[config.mk]
export PLATFORM = sky130hd
export DESIGN_NAME = pi_tuple_gen
export DESIGN_NICKNAME = d
export VERILOG_FILES = /design/src/rtl/pi_gen_pkg.sv /design/src/rtl/pi_crc16_acc.sv /design/src/rtl/pi_cmd_screen.sv /design/src/rtl/pi_tuple_mux.sv /design/src/rtl/pi_tuple_gen.sv
export SDC_FILE = /design/constraint.sdc
export NUM_CORES = 1
export LEC_CHECK = 0
export ABC_AREA = 1
export CAP_MARGIN = 20
export CORE_ASPECT_RATIO = 1.25
export CORE_UTILIZATION = 30
export CTS_BUF_LIST = sky130_fd_sc_hd__clkbuf_2
export DETAILED_ROUTE_END_ITERATION = 8
export GPL_TIMING_DRIVEN = 0
export PLACE_DENSITY = 0.5
export SLEW_MARGIN = 20
export SYNTH_ARGS = -nofsm -noshare
export SYNTH_HDL_FRONTEND = slang
export SYNTH_SLANG_ARGS = --single-unit
[constraint.sdc]
create_clock -name clk -period 6.7 [get_ports clk]
set_input_delay 1.005 -clock clk [delete_from_list [all_inputs] [get_ports clk]]
set_output_delay 1.005 -clock clk [all_outputs]
set_load 0.01 [all_outputs]
[src/rtl/pi_gen_pkg.sv]
package pi_gen_pkg;

  localparam logic [15:0] GUARD_POLY  = 16'h8BB7;
  localparam int          TUPLE_BYTES = 8;

  typedef enum logic [1:0] {
    PT_NONE = 2'd0,
    PT_T1   = 2'd1,
    PT_T2   = 2'd2,
    PT_T3   = 2'd3
  } prot_type_e;

  typedef enum logic {
    ST_IDLE = 1'b0,
    ST_RUN  = 1'b1
  } seq_state_e;

  // One entry of the byte-wise CRC lookup: the remainder of idx<<8.
  function automatic logic [15:0] crc_tbl_entry(input logic [7:0] idx,
                                                input logic [15:0] poly);
    logic [15:0] c;
    c = {idx, 8'h00};
    for (int b = 0; b < 8; b++) begin
      if (c[15]) c = {c[14:0], 1'b0} ^ poly;
      else       c = {c[14:0], 1'b0};
    end
    return c;
  endfunction

endpackage

[src/rtl/pi_crc16_acc.sv]
module pi_crc16_acc
  import pi_gen_pkg::*;
#(
  parameter logic [15:0] POLY = GUARD_POLY
) (
  input  logic        clk,
  input  logic        rst_n,
  input  logic        clr,
  input  logic        en,
  input  logic [7:0]  din,
  output logic [15:0] crc
);

  logic [15:0] tbl [256];

  for (genvar g = 0; g < 256; g++) begin : g_tbl
    assign tbl[g] = crc_tbl_entry(8'(g), POLY);
  end

  logic [7:0] idx;
  assign idx = crc[15:8] ^ din;

  always_ff @(posedge clk or negedge rst_n) begin
    if (!rst_n)   crc <= '0;
    else if (clr) crc <= '0;
    else if (en)  crc <= {crc[7:0], 8'h00} ^ tbl[idx];
  end

  // The sequencer never asks for a restart and a byte in the same cycle.
  assert_no_clr_en_R2: assert property (@(posedge clk) disable iff (!rst_n)
    !(clr && en));

endmodule

[src/rtl/pi_cmd_screen.sv]
module pi_cmd_screen
  import pi_gen_pkg::*;
(
  input  logic        zeroes,
  input  logic [2:0]  chk,
  input  prot_type_e  ptype,
  input  logic [31:0] slba,
  input  logic [31:0] rtag,
  output logic        reject,
  output logic        dnr
);

  always_comb begin
    reject = 1'b0;
    dnr    = 1'b0;
    if (zeroes) begin
      if (|chk) begin
        reject = 1'b1;
        dnr    = 1'b1;
      end
    end else if (ptype == PT_T1 && chk[2] && slba != rtag) begin
      reject = 1'b1;
      dnr    = 1'b1;
    end else if (ptype == PT_T3 && chk[2]) begin
      reject = 1'b1;
      dnr    = 1'b0;
    end
  end

endmodule

[src/rtl/pi_tuple_mux.sv]
module pi_tuple_mux
  import pi_gen_pkg::*;
#(
  parameter int MW = 4
) (
  input  logic [MW-1:0] meta_idx,
  input  logic [MW-1:0] tup_off,
  input  logic [7:0]    in_byte,
  input  logic [15:0]   crc,
  input  logic [15:0]   atag,
  input  logic [31:0]   rtag,
  input  logic          zeroes,
  input  logic          gen,
  output logic [7:0]    byte_out
);

  logic       in_tup;
  logic [2:0] k;
  logic [7:0] tup_byte;

  always_comb begin
    in_tup = ({1'b0, meta_idx} >= {1'b0, tup_off}) &&
             ({1'b0, meta_idx} < ({1'b0, tup_off} + (MW+1)'(TUPLE_BYTES)));
    k = 3'(meta_idx - tup_off);
    unique case (k)
      3'd0: tup_byte = crc[15:8];
      3'd1: tup_byte = crc[7:0];
      3'd2: tup_byte = atag[15:8];
      3'd3: tup_byte = atag[7:0];
      3'd4: tup_byte = rtag[31:24];
      3'd5: tup_byte = rtag[23:16];
      3'd6: tup_byte = rtag[15:8];
      default: tup_byte = rtag[7:0];
    endcase
    if (zeroes) byte_out = (gen && in_tup && k >= 3'd2) ? tup_byte : 8'h00;
    else        byte_out = (gen && in_tup) ? tup_byte : in_byte;
  end

endmodule

[src/rtl/pi_tuple_gen.sv]
module pi_tuple_gen
  import pi_gen_pkg::*;
#(
  parameter int DATA_BYTES = 32,
  parameter int META_BYTES = 16,
  parameter int NBLK_W     = 4
) (
  input  logic              clk,
  input  logic              rst_n,
  input  logic              start,
  input  logic              cmd_zeroes,
  input  logic              cmd_gen,
  input  logic [2:0]        cmd_chk,
  input  logic [1:0]        cmd_ptype,
  input  logic              cmd_front,
  input  logic [31:0]       cmd_slba,
  input  logic [31:0]       cmd_rtag,
  input  logic [15:0]       cmd_atag,
  input  logic [NBLK_W-1:0] cmd_nblk,
  output logic              busy,
  output logic              done,
  output logic              rej,
  output logic              dnr,
  input  logic              in_valid,
  output logic              in_ready,
  input  logic [7:0]        in_data,
  output logic              out_valid,
  input  logic              out_ready,
  output logic [7:0]        out_data,
  output logic              out_last
);

  localparam int BLK_TOTAL = DATA_BYTES + META_BYTES;
  localparam int PW        = $clog2(BLK_TOTAL);
  localparam int MW        = (META_BYTES > 1) ? $clog2(META_BYTES) : 1;
  localparam logic [PW-1:0] POS_LAST = PW'(BLK_TOTAL - 1);
  localparam logic [PW-1:0] POS_META = PW'(DATA_BYTES);
  localparam logic [MW-1:0] TAIL_OFF = MW'(META_BYTES - TUPLE_BYTES);

  seq_state_e        state_q;
  logic [PW-1:0]     pos_q;
  logic [NBLK_W-1:0] blk_q, nblk_q;
  logic [31:0]       rtag_q;
  logic [15:0]       atag_q;
  logic              zeroes_q, gen_q, front_q;
  prot_type_e        ptype_q;
  logic              done_q, rej_q, dnr_q;

  logic scr_reject, scr_dnr;

  pi_cmd_screen u_screen (
    .zeroes (cmd_zeroes),
    .chk    (cmd_chk),
    .ptype  (prot_type_e'(cmd_ptype)),
    .slba   (cmd_slba),
    .rtag   (cmd_rtag),
    .reject (scr_reject),
    .dnr    (scr_dnr)
  );

  logic running, start_take, fire, blk_end, meta_phase, in_prefix;
  logic [MW-1:0] meta_idx, tup_off;
  logic crc_clr, crc_en;
  logic [15:0] crc;
  logic [7:0]  meta_byte;

  assign running    = (state_q == ST_RUN);
  assign start_take = start && (state_q == ST_IDLE);
  assign meta_phase = (pos_q >= POS_META);
  assign meta_idx   = MW'(pos_q - POS_META);
  assign tup_off    = front_q ? '0 : TAIL_OFF;
  assign in_prefix  = meta_phase && (meta_idx < tup_off);

  assign out_valid = running && (zeroes_q || in_valid);
  assign in_ready  = running && !zeroes_q && out_ready;
  assign fire      = out_valid && out_ready;
  assign blk_end   = fire && (pos_q == POS_LAST);
  assign out_last  = running && (pos_q == POS_LAST);

  assign crc_clr = blk_end || start_take;
  assign crc_en  = fire && !zeroes_q && (!meta_phase || in_prefix);

  pi_crc16_acc #(.POLY(GUARD_POLY)) u_crc (
    .clk   (clk),
    .rst_n (rst_n),
    .clr   (crc_clr),
    .en    (crc_en),
    .din   (in_data),
    .crc   (crc)
  );

  pi_tuple_mux #(.MW(MW)) u_mux (
    .meta_idx (meta_idx),
    .tup_off  (tup_off),
    .in_byte  (in_data),
    .crc      (crc),
    .atag     (atag_q),
    .rtag     (rtag_q),
    .zeroes   (zeroes_q),
    .gen      (gen_q),
    .byte_out (meta_byte)
  );

  assign out_data = meta_phase ? meta_byte : in_data;
  assign busy     = running;
  assign done     = done_q;
  assign rej      = rej_q;
  assign dnr      = dnr_q;

  always_ff @(posedge clk or negedge rst_n) begin
    if (!rst_n) begin
      state_q  <= ST_IDLE;
      pos_q    <= '0;
      blk_q    <= '0;
      nblk_q   <= '0;
      rtag_q   <= '0;
      atag_q   <= '0;
      zeroes_q <= 1'b0;
      gen_q    <= 1'b0;
      front_q  <= 1'b0;
      ptype_q  <= PT_NONE;
      done_q   <= 1'b0;
      rej_q    <= 1'b0;
      dnr_q    <= 1'b0;
    end else begin
      done_q <= 1'b0;
      if (start_take) begin
        if (scr_reject) begin
          done_q <= 1'b1;
          rej_q  <= 1'b1;
          dnr_q  <= scr_dnr;
        end else begin
          state_q  <= ST_RUN;
          pos_q    <= cmd_zeroes ? POS_META : '0;
          blk_q    <= '0;
          nblk_q   <= cmd_nblk;
          rtag_q   <= cmd_rtag;
          atag_q   <= cmd_atag;
          zeroes_q <= cmd_zeroes;
          gen_q    <= cmd_gen;
          front_q  <= cmd_front;
          ptype_q  <= prot_type_e'(cmd_ptype);
        end
      end else if (running && fire) begin
        if (pos_q == POS_LAST) begin
          pos_q <= zeroes_q ? POS_META : '0;
          if (ptype_q != PT_T3) rtag_q <= rtag_q + 32'd1;
          if (blk_q == nblk_q) begin
            state_q <= ST_IDLE;
            done_q  <= 1'b1;
            rej_q   <= 1'b0;
            dnr_q   <= 1'b0;
          end else begin
            blk_q <= blk_q + 1'b1;
          end
        end else begin
          pos_q <= pos_q + 1'b1;
        end
      end
    end
  end

  assert_idle_quiet_R1: assert property (@(posedge clk) disable iff (!rst_n)
    !busy |-> (!out_valid && !in_ready));

  assert_ref_step_R5: assert property (@(posedge clk) disable iff (!rst_n)
    (blk_end && ptype_q != PT_T3) |=> (rtag_q == $past(rtag_q) + 32'd1));

  assert_ref_hold_R5: assert property (@(posedge clk) disable iff (!rst_n)
    (blk_end && ptype_q == PT_T3) |=> $stable(rtag_q));

  assert_zero_hold_R7: assert property (@(posedge clk) disable iff (!rst_n)
    (out_valid && !out_ready && zeroes_q) |=> (out_valid && $stable(out_data)));

  assert_zero_no_take_R10: assert property (@(posedge clk) disable iff (!rst_n)
    (busy && zeroes_q) |-> !in_ready);

  assert_done_pulse_R13: assert property (@(posedge clk) disable iff (!rst_n)
    done |=> !done);

endmodule

==> flow_summary_export.csv, run 1 <==
group,metric,value,unit
status,outcome,"finished clean",
logic_synthesis,syn_area,6509,um^2
logic_synthesis,ys_ff_latch,87,
clocking,cts_made_buffers,9,
power,power_frac_comb,56.8,%
power,p_leak,3.797,nW
worst_setup_path,cp_cell_sequence,"ha_1 > ha_1 > clkbuf_1 > nor4_2 > nand2_1 > nand3_1 > o2111ai_1 > nand2_1 > clkdlybuf4s50_1",
floorplan,ios,120,
detailed_routing,drt_iter0_drc,434,
worst_setup_path,r2r_slack,4.24,ns
global_routing,grt_max_degree,52,
placement,port_buffers,119,
logic_synthesis,ys_warn_count,0,
power,p_seq_share,34.4,%
sta,rsz0062_at_grt,"no",
floorplan,core_area,21040,um^2
clocking,cts_buffer_depth,2,
worst_setup_path,cp-start-kind,"flop",
worst_setup_path,path_class,"flop to primary output",
floorplan,start_util,30.94,%
floorplan,die_w,133.7,um
cells_and_area,areaGrowthSynthToFinish,25.45,%
logic_synthesis,synth_cells,948,
cells_and_area,finalCoreUtilization,38.81,%
power,p_switching,1.488,mW
clocking,clock_latency,0.61,ns
clocking,cts_root_buf,"clkbuf_2",
sta,fmax,0.2199,GHz
clocking,cts_tree,"yes",
global_routing,grt_pass1_vias,6472,
placement,place_congestion,0.9007,
clocking,clkTransAtPathRegs,0.28,ns
flow_run,cap_violations,0,
sta,period_share,67.88,%
hold_path,min_path_type,"primary input to asynchronous set/reset pin",
cells_and_area,n_fill_cell,2303,
floorplan,row_count,59,
worst_setup_path,critPathTopFamily,"simple AND/OR/NAND/NOR gates",
logic_synthesis,synth-async-reset-ratio,100.0,%
clocking,cts-resized-gates,0,
power,ir_drop,0.1290,mV
power,switching_share,50.81,%
global_routing,antenna_found_initial,1,
logic_synthesis,synth.distinct_cells,36,
worst_setup_path,worst_ep_required_time,5.69,ns
global_routing,grt_overflow,0,
clocking,post_cts_buffers,0,
detailed_routing,post_drt_wl_per_cell,16.47,um
sta,setup_violations,0,
worst_setup_path,cp_slowest_cell,"nor4_2",
power,clockPowerShare,8.8,%
sta,fin_crit,4.548,ns
logic_synthesis,synth_area_per_cell,6.866,um^2
global_routing,grt_usage,20.76,%
logic_synthesis,synth_edf_count,0,
floorplan,die_area,22290,um^2
cells_and_area,nNetsFinal,1193,
logic_synthesis,syn_nets,1062,
sta,tns,0,ns
detailed_routing,vias,6576,
power,power.internal,1.441,mW
floorplan,die_y,166.7,um
cells_and_area,drive_gt1_share,5.448,%
worst_setup_path,r2r-start,"rtag_q[0]$_DFFE_PN0P_",
detailed_routing,viasPerCell,4.842,
sta,slew_headroom,52.32,%
placement,dp_hpwl,17800,um
worst_setup_path,crit_arrival,3.54,ns
clocking,cts_hold_buf,0,
detailed_routing,dr.pass1.iters,7,
sta,finClkSkew,0.02785,ns
detailed_routing,drt-total-wl,22360,um
sta,worstMarginPinSlew,0.7152,ns
clocking,clock-sinks,87,
global_routing,grt_pass1_wl,35620,um
detailed_routing,ant_nets,0,
worst_setup_path,crit_fanout,9,
detailed_routing,drc,0,
sta,drv_slew,0,
clocking,htree_levels,3,
logic_synthesis,yosys_most_used_dff,"dfrtp_1",
sta,hold_viol,0,
worst_setup_path,critPathMaxStageDelay,0.68,ns
worst_setup_path,end_kind,"primary output",
logic_synthesis,ys_seq_area_share,33.45,%
worst_setup_path,rr_worst_depth,9,
worst_setup_path,cp.buffers_inverters,2,
power,power_density,358.8,nW/um^2
worst_setup_path,r2r-end,"rtag_q[26]$_DFFE_PN0P_",
stage by stage:
stage | hold WS (ns) | cell area (um^2) | instances | total power [mW] | worst slack, ns
3_5_place_dp | 0.4788 | 8071 | 1342 | 2.682 | 2.861
4_1_cts | 0.2167 | 8163 | 1357 | 2.947 | 2.128
5_1_grt | 0.2168 | 8165 | 1358 | 3.210 | 1.862
3_3_place_gp | 0.4741 | 8043 | 1341 | 2.664 | 1.045
6_report | 0.2336 | 8165 | 1358 | 2.929 | 2.152
2_1_floorplan | 0.4591 | 6509 | 948 | 2.077 | 3.751
routing by layer:
metal  GRT usage (%)  part of all wire, %  vias up
met5               0                    0        -
met4           7.312                  2.3        0
met3           2.557                  4.3       23
met2           36.65                   51      183
met1           25.67                   42     3056
li1                -                    -     3314
worst reg2reg max path, stage by stage, from the launching register on:
cell and delay (ns):
dfrtp_1 0.49, ha_1 0.23, nand3_1 0.22, nor2_2 0.27, nand4_1 0.30, nor2_1 0.36, nand3_1 0.12, a31oi_1 0.21
nand4_1 0.11, nand2_1 0.09
kinds of logic after synthesis:
| kind of cell | count (synthesis) | share of synthesized area [%] |
|---|---|---|
| flip-flops | 87 | 33.45 |
| buffers and inverters | 137 | 8.324 |
| AO/OA/AOI/OAI | 110 | 9.977 |
| XOR/XNOR | 90 | 13.49 |
| adder cells (fa/ha/maj) | 9 | 1.730 |
| AND/OR/NAND/NOR | 515 | 33.03 |
how the worst max path moves through the flow:
| stage | cells after the start | to | start |
|---|---|---|---|
| floorplan | 8 | out_data[7] | pos_q[1]$_DFFE_PN0P_ |
| global route | 9 | out_data[3] | pos_q[1]$_DFFE_PN0P_ |
| finish | 9 | out_data[4] | pos_q[1]$_DFFE_PN0P_ |
| detailed placement | 9 | out_data[4] | pos_q[1]$_DFFE_PN0P_ |
| CTS | 9 | out_data[4] | pos_q[1]$_DFFE_PN0P_ |
| global placement | 1 | rej$_DFFE_PN0P_ | rst_n |
cell usage after synthesis (7+ instances only):
cell type	n	area share, %
a221oi_1	7	0.94
nor3_1	20	1.5
xnor2_1	44	5.9
inv_1	84	4.8
o2111ai_1	12	1.6
inv_2	16	0.92
ha_1	9	1.7
buf_2	8	0.62
dfrtp_1	87	33
clkbuf_1	26	1.5
nand2_1	340	20
a21oi_1	15	1.2
nand3_1	39	3.0
o21ai_0	25	1.9
nand4_1	41	3.9
nor2_1	64	3.7
xor2_1	37	5.0
o21ai_1	36	2.8
placed cells by master, fill, tap and decap left out, types with 2 or more instances in the layout:
cell	n
a211oi_1	4
a21oi_1	15
a221oi_1	7
a31oi_1	5
buf_2	8
clkbuf_1	26
clkbuf_2	9
clkdlybuf4s50_1	118
clkinvlp_4	4
dfrtp_1	87
ha_1	9
inv_1	84
inv_2	16
nand2_1	340
nand2_2	2
nand3_1	39
nand4_1	41
nor2_1	64
nor2_2	2
nor3_1	20
o2111ai_1	12
o21ai_0	25
o21ai_1	36
o22ai_1	5
or2_1	2
xnor2_1	44
xnor2_2	4
xor2_1	37
xor2_2	3
xor2_4	2
registers in the layout, indices dropped and copies added (netlist names), 2 cells and up:
name / count
nblk_q: 4
ptype_q: 2
u_crc.crc: 16
pos_q: 6
blk_q: 4
atag_q: 16
rtag_q: 32
layout make-up:
class	count	area, um^2	share of cell area [%]
multi-input cells	724	3790	46.41
clock buffers	9	45.04	0.5516
diodes	1	2.502	0.03065
repair buffers	120	1220	14.94
inverters	101	392.9	4.812
flip-flops and latches	87	2177	26.66
well taps	274	342.8	4.199
clock inverters	6	46.29	0.5670
plain buffers	36	148.9	1.823
power groups by stage:
stage	sequential [mW]	combinational, mW	clock (mW)
4_1_cts	1.01	1.67	0.267
5_1_grt	1.04	1.89	0.288
6_report	1.01	1.66	0.257
3_5_place_dp	1.02	1.66	0
3_3_place_gp	1.02	1.64	0
2_1_floorplan	0.917	1.16	0
(Power assumes the default switching activity.)
==> run 2: changes to the inputs <==
Clock period 6.7 ns to 4.3 ns, I/O delays scaled along.
==> run 2 against run 1 <==
- design area is 0.28% higher
- sequential share of layout area is 0.073 points lower
- combinational power is 57% higher
- first-iteration DRC count is 3.5% lower
- non-clock buffer count is 1 higher
- cell count hardly changed
- sequential power is 55% higher
- count of clock-buffer cells in the layout stayed put
- flip-flop and latch count stayed put
- critical endpoint unchanged
- highest routed layer unchanged
==> flow_summary_export.csv, run 2 (synthesis gave the netlist of run 1 again) <==
group,metric,value,unit
status,outcome,"finished clean",
cells_and_area,n_fill_cell,2300,
worst_setup_path,cp_cell_sequence,"ha_1 > ha_1 > clkbuf_1 > nor4_4 > nand2_1 > nand3_1 > o2111ai_1 > nand2_1 > clkdlybuf4s50_1",
sta,worstMarginPinSlew,0.7332,ns
sta,hold_viol,0,
cells_and_area,most-common-layout-cells,"340 x nand2_1, 118 x clkdlybuf4s50_1, 87 x dfrtp_1",
power,clockPowerShare,8.7,%
power,ir_drop,0.2009,mV
detailed_routing,post_drt_wl_per_cell,16.44,um
sta,finClkSkew,0.02391,ns
detailed_routing,top_layer,"met4",
sta,rsz0062_at_grt,"no",
worst_setup_path,rr_worst_depth,10,
worst_setup_path,path_class,"flop to primary output",
floorplan,core_area,21040,um^2
placement,place_congestion,0.9007,
placement,dp_hpwl,17800,um
global_routing,grt_overflow,0,
cells_and_area,layout_commonest_cell,"nand2_1",
cells_and_area,top_register,"rtag_q",
cells_and_area,nNetsFinal,1194,
sta,finalWorstSetupSlack,0.3004,ns
floorplan,die_area,22290,um^2
clocking,post_cts_buffers,0,
global_routing,grt_usage,20.77,%
sta,fin_crit,4.000,ns
clocking,clock_latency,0.60,ns
clocking,clkTransAtPathRegs,0.27,ns
floorplan,row_count,59,
placement,port_buffers,119,
power,power_frac_comb,57.0,%
clocking,cts_buffer_depth,2,
worst_setup_path,worst_ep_required_time,3.65,ns
sta,slew_headroom,50.94,%
worst_setup_path,cp-start-kind,"flop",
clocking,cts_made_buffers,9,
floorplan,die_y,166.7,um
power,power_density,560.0,nW/um^2
worst_setup_path,r2r-end,"rtag_q[18]$_DFFE_PN0P_",
floorplan,ios,120,
floorplan,die_w,133.7,um
detailed_routing,drt_iter0_drc,419,
global_routing,grt_pass1_wl,35650,um
cells_and_area,largestRegisters,"rtag_q (32), atag_q (16), u_crc.crc (16)",
worst_setup_path,crit_fanout,9,
floorplan,start_util,30.94,%
clocking,htree_levels,3,
global_routing,antenna_found_initial,1,
power,p_switching,2.331,mW
detailed_routing,vias,6604,
detailed_routing,dr.pass1.iters,5,
detailed_routing,drt-total-wl,22340,um
clocking,cts_root_buf,"clkbuf_2",
flow_run,cap_violations,0,
cells_and_area,final_cells,1359,
cells_and_area,areaGrowthSynthToFinish,25.80,%
sta,fmax,0.2500,GHz
clocking,cts_tree,"yes",
worst_setup_path,critPathMaxStageDelay,0.53,ns
sta,setup_violations,0,
global_routing,grt_max_degree,52,
detailed_routing,ant_nets,0,
sta,period_share,93.01,%
detailed_routing,wl_met3,792,um
power,switching_share,50.84,%
worst_setup_path,r2r-start,"rtag_q[0]$_DFFE_PN0P_",
global_routing,grt_pass1_vias,6484,
clocking,clock-sinks,87,
power,p_total,4.585,mW
worst_setup_path,r2r_slack,1.87,ns
placement,dp.cells,1342,
power,p_leak,3.804,nW
worst_setup_path,end_kind,"primary output",
worst_setup_path,cp_slowest_cell,"nor4_4",
worst_setup_path,startpoint,"pos_q[1]$_DFFE_PN0P_",
cells_and_area,drive_gt1_share,5.535,%
cells_and_area,largest_reg_flops,32,
cells_and_area,finalCoreUtilization,38.92,%
placement,pre_cts_slack,0.8214,ns
detailed_routing,drc,0,
worst_setup_path,crit_arrival,3.35,ns
power,power.internal,2.254,mW
sta,drv_slew,0,
detailed_routing,met1Wirelength,9584,um
hold_path,min_path_type,"primary input to asynchronous set/reset pin",
detailed_routing,dr_wl_met2,11450,um
detailed_routing,viasPerCell,4.859,
power,p_seq_share,34.3,%
## run 2: how the worst max path moves through the flow
| stage | end | slack [ns] | cells after the start |
|---|---|---|---|
| detailed placement | out_data[4] | 0.82 | 9 |
| floorplan | out_data[7] | 1.71 | 8 |
| CTS | out_data[4] | 0.09 | 9 |
| finish | out_data[4] | 0.30 | 9 |
| global placement | rej$_DFFE_PN0P_ | -1.0 | 1 |
| global route | out_data[3] | 0.02 | 9 |
## run 2: cell type report
class | count | area (um^2) | area share (%)
repair buffers | 121 | 1230 | 15.02
clock buffers | 9 | 45.04 | 0.5501
well taps | 274 | 342.8 | 4.187
clock inverters | 6 | 46.29 | 0.5654
diodes | 1 | 2.502 | 0.03056
multi-input cells | 724 | 3802 | 46.44
flip-flops and latches | 87 | 2177 | 26.59
plain buffers | 36 | 148.9 | 1.818
inverters | 101 | 392.9 | 4.798
## run 2: metal layers
| layer | up-vias | track usage, % |
|---|---|---|
| met1 | 3089 | 25.67 |
| li1 | 3320 | - |
| met3 | 24 | 2.557 |
| met4 | 0 | 7.312 |
| met2 | 171 | 36.70 |
| met5 | - | 0 |
## run 2: critical path, delay by kind of cell (launching register included)
family | cells | cell delay, ns
adder cells (fa/ha/maj) | 2 | 0.43
AO/OA/AOI/OAI | 1 | 0.10
flip-flops | 1 | 0.52
AND/OR/NAND/NOR | 4 | 0.91
buffers and inverters | 2 | 0.80
## run 2: repair_timing
action                     in CTS  in global routing
setup endpoints to repair       0                  8
hold buffers                    1                  0
hold endpoints to repair       36                  0
resized for setup               0                  2
## run 2: power by group through the flow
stage / registers [mW] / clock network [mW] / logic (mW)
after floorplan: 1.43 / 0 / 1.81
after global placement: 1.59 / 0 / 2.56
after detailed placement: 1.59 / 0 / 2.59
after CTS: 1.57 / 0.416 / 2.60
after global routing: 1.62 / 0.449 / 2.96
final: 1.57 / 0.398 / 2.61
## run 2: through the flow
stage / setup TNS, ns / hold slack, ns / cell area [um^2]
floorplan: 0 / 0.3494 / 6509
global placement: -85.89 / 0.4741 / 8043
detailed placement: 0 / 0.4788 / 8071
CTS: 0 / 0.4305 / 8173
global route: 0 / 0.4464 / 8188
finish: 0 / 0.4590 / 8188
==> run 3: changes to the inputs <==
Settings changed: ABC_AREA 1 to not set, PLACE_DENSITY 0.5 to not set.
==> run 3 against run 2 <==
- design area fell by 9.6%
- critical path depth decreased by 1
- synthesized cell count decreased by 37%
- cell count down 29%
- non-clock buffer count down 6
- sequential share of layout area grew 2.8 points
- largest cell class unchanged
- critical endpoint unchanged
- count of clock-buffer cells in the layout rose by 2
- clock power is 4% lower
- combinational power shrank 6%
- flip-flop and latch count stayed put
- wire length is 8.1% lower
- via count down 18%
==> flow_summary_export.csv, run 3 <==
group,metric,value,unit
worst_setup_path,cp_cell_sequence,"inv_1 > ha_1 > clkbuf_1 > a222oi_1 > o21ai_0 > a221o_1 > a22o_1 > clkdlybuf4s50_1",
worst_setup_path,r2r_slack,1.73,ns
cells_and_area,drive_gt1_share,8.299,%
cells_and_area,nNetsFinal,844,
logic_synthesis,synth_xor_area_share,13.61,%
worst_setup_path,r2r-end,"rtag_q[14]$_DFFE_PN0P_",
detailed_routing,drt_iter0_drc,573,
logic_synthesis,syn_nets,712,
sta,slew_headroom,42.20,%
logic_synthesis,synth_commonest_cells,"87 x dfrtp_1, 64 x xnor2_1, 54 x nor2_1",
global_routing,grt_max_degree,77,
worst_setup_path,critPathMaxStageDelay,0.51,ns
logic_synthesis,yosysTopAreaCell,"dfrtp_1",
sta,rsz0062_at_grt,"no",
cells_and_area,final_area,7406,um^2
clocking,clock_latency,0.64,ns
clocking,htree_levels,3,
logic_synthesis,synth_edf_count,0,
detailed_routing,dr.pass1.iters,9,
global_routing,grt_pass1_vias,5460,
cells_and_area,areaGrowthSynthToFinish,28.06,%
logic_synthesis,synth.area.mux_share,6.794,%
placement,dp.cells,950,
floorplan,core_area,18850,um^2
worst_setup_path,cp.buffers_inverters,3,
hold_path,min_path_type,"primary input to asynchronous set/reset pin",
clocking,cts_buffer_depth,2,
detailed_routing,drc,0,
global_routing,grt_usage,21.64,%
logic_synthesis,synth_fa_ha_area_share,1.947,%
placement,port_buffers,119,
cells_and_area,largest_reg_flops,32,
detailed_routing,post_drt_wl_per_cell,21.22,um
sta,setup_violations,0,
detailed_routing,drt-total-wl,20540,um
global_routing,grt_overflow,0,
worst_setup_path,crit_fanout,10,
worst_setup_path,crit_arrival,3.42,ns
worst_setup_path,r2r-start,"pos_q[0]$_DFFE_PN0P_",
floorplan,row_count,56,
floorplan,die_y,157.2,um
sta,timing.hold.ws,0.3492,ns
power,p_total,4.441,mW
floorplan,die_area,19840,um^2
cells_and_area,most-common-layout-cells,"118 x clkdlybuf4s50_1, 86 x dfrtp_1, 64 x xnor2_1",
clocking,cts_root_buf,"clkbuf_2",
worst_setup_path,crit_cells,8,
detailed_routing,viasPerCell,5.597,
worst_setup_path,cp_slowest_cell,"a222oi_1",
logic_synthesis,ys_seq_area_share,37.65,%
worst_setup_path,startpoint,"pos_q[0]$_DFFE_PN0P_",
logic_synthesis,ys_warn_count,0,
cells_and_area,final_cells,968,
worst_setup_path,critPathTopFamily,"compound AO/OA/AOI/OAI gates",
flow_run,cap_violations,0,
worst_setup_path,path_class,"flop to primary output",
logic_synthesis,synth_area_per_cell,9.671,um^2
logic_synthesis,synthTopCellsByArea,"dfrtp_1 38%, xnor2_1 9.7%, mux2_1 3.7%, nor2_1 3.5%, nand2_1 2.7%",
logic_synthesis,ys_ff_latch,87,
detailed_routing,ant_nets,0,
floorplan,die_w,126.2,um
logic_synthesis,synth.distinct_cells,66,
sta,fmax,0.2462,GHz
sta,tns,0,ns
worst_setup_path,worst_ep_required_time,3.65,ns
logic_synthesis,syn_area,5783,um^2
logic_synthesis,synth.top_cell.area_share,37.65,%
sta,period_share,94.46,%
worst_setup_path,rr_worst_depth,10,
logic_synthesis,synthSimpleGateAreaFrac,15.75,%
sta,drv_slew,0,
clocking,cts_tree,"yes",
logic_synthesis,yosys_most_used_dff,"dfrtp_1",
sta,worstMarginPinSlew,0.8618,ns
clocking,cts_made_buffers,9,
sta,finClkSkew,0.05314,ns
global_routing,grt_pass1_wl,31970,um
clocking,clkTransAtPathRegs,0.24,ns
global_routing,antenna_found_initial,1,
status,outcome,"finished clean",
cells_and_area,layout_commonest_cell,"clkdlybuf4s50_1",
power,power_density,599.6,nW/um^2
sta,fin_crit,4.062,ns
logic_synthesis,synth_cells,598,
cells_and_area,largestRegisters,"rtag_q (32), atag_q (16), u_crc.crc (16)",
worst_setup_path,cp-start-kind,"flop",
sta,hold_viol,0,
logic_synthesis,synthMostInstantiatedCell,"dfrtp_1",
placement,dp_hpwl,16030,um
power,p_leak,2.780,nW
detailed_routing,vias,5418,
worst_setup_path,crit_end,"out_data[4]",
logic_synthesis,synth-compound-area-share,21.05,%
placement,place_congestion,0.9727,
floorplan,ios,120,
placement,dpl_cell_area,7293,um^2
logic_synthesis,synth_top_family_by_area,"compound AO/OA/AOI/OAI gates",
clocking,clock-sinks,87,
floorplan,start_util,30.68,%
cells_and_area,top_register,"rtag_q",
logic_synthesis,synth-async-reset-ratio,100.0,%
power,ir_drop,0.1591,mV
worst_setup_path,end_kind,"primary output",
## run 3: changes by cell type after synthesis, sizes merged, moves of 13 or more
cell / change
nand2: -299
inv: -91
o21ai: -36
xor2: -29
nand4: -28
mux2: +26
nand3: -21
xnor2: +20
a31oi: +14
a22oi: +13
o32a: +13
## run 3: final cells by class
cell class / instances / area [um^2]
multi-input cells: 472 / 3428
repair buffers: 123 / 1245
diodes: 1 / 2.502
inverters: 9 / 37.54
flip-flops and latches: 87 / 2178
fillers: 1888 / 11440
plain buffers: 28 / 143.9
clock inverters: 5 / 25.02
well taps: 232 / 290.3
clock buffers: 11 / 55.05
## run 3: cell families (layout without fill, tap and decap cells)
kind of cell | Yosys count | after routing
AOI/OAI and AO/OA | 161 | 161
buffers and inverters | 39 | 176
DFF | 87 | 87
adders and majority gates | 9 | 9
xor gates and xnor gates | 83 | 83
and+or+nand+nor | 183 | 183
muxes | 36 | 36
other | 0 | 1
## run 3: worst min path at each step
stage | from | to | cells after the start | slack, ns
finish | rst_n | rtag_q[29]$_DFFE_PN0P_ | 2 | 0.35
global route | rst_n | rtag_q[22]$_DFFE_PN0P_ | 2 | 0.34
CTS | rst_n | rtag_q[22]$_DFFE_PN0P_ | 2 | 0.33
detailed placement | rst_n | rtag_q[22]$_DFFE_PN0P_ | 1 | 0.48
global placement | atag_q[13]$_DFFE_PN0P_ | atag_q[13]$_DFFE_PN0P_ | 1 | 0.48
floorplan | rst_n | atag_q[0]$_DFFE_PN0P_ | 0 | 0.35
## run 3: per-layer routing
| layer | GRT usage (%) | share of wire, % |
|---|---|---|
| met1 | 25.95 | 41 |
| met2 | 38.10 | 51 |
| met3 | 3.331 | 5.3 |
| met4 | 9.868 | 3.3 |
| met5 | 0 | 0 |
## run 3: what timing repair did
item / CTS / global route
setup buffers: 0 / 2
resized for setup: 2 / 2
pin swaps: 0 / 1
endpoints found under the hold margin: 11 / 0
setup endpoints to repair: 8 / 8
hold buffers: 1 / 0
## run 3: stage by stage
step | setup slack [ns] | utilization, %
global route | 0.08807 | 39.29
CTS | 0.01608 | 39.21
global placement | -0.8991 | 38.54
finish | 0.2384 | 39.29
detailed placement | 0.5676 | 38.69
floorplan | 1.503 | -
## run 3: where the power goes
part / switching (mW) / internal [mW] / total, mW
logic: 1.30 / 1.15 / 2.45
registers: 0.441 / 1.17 / 1.61
clock network: 0.307 / 0.0750 / 0.381
total: 2.04 / 2.40 / 4.44
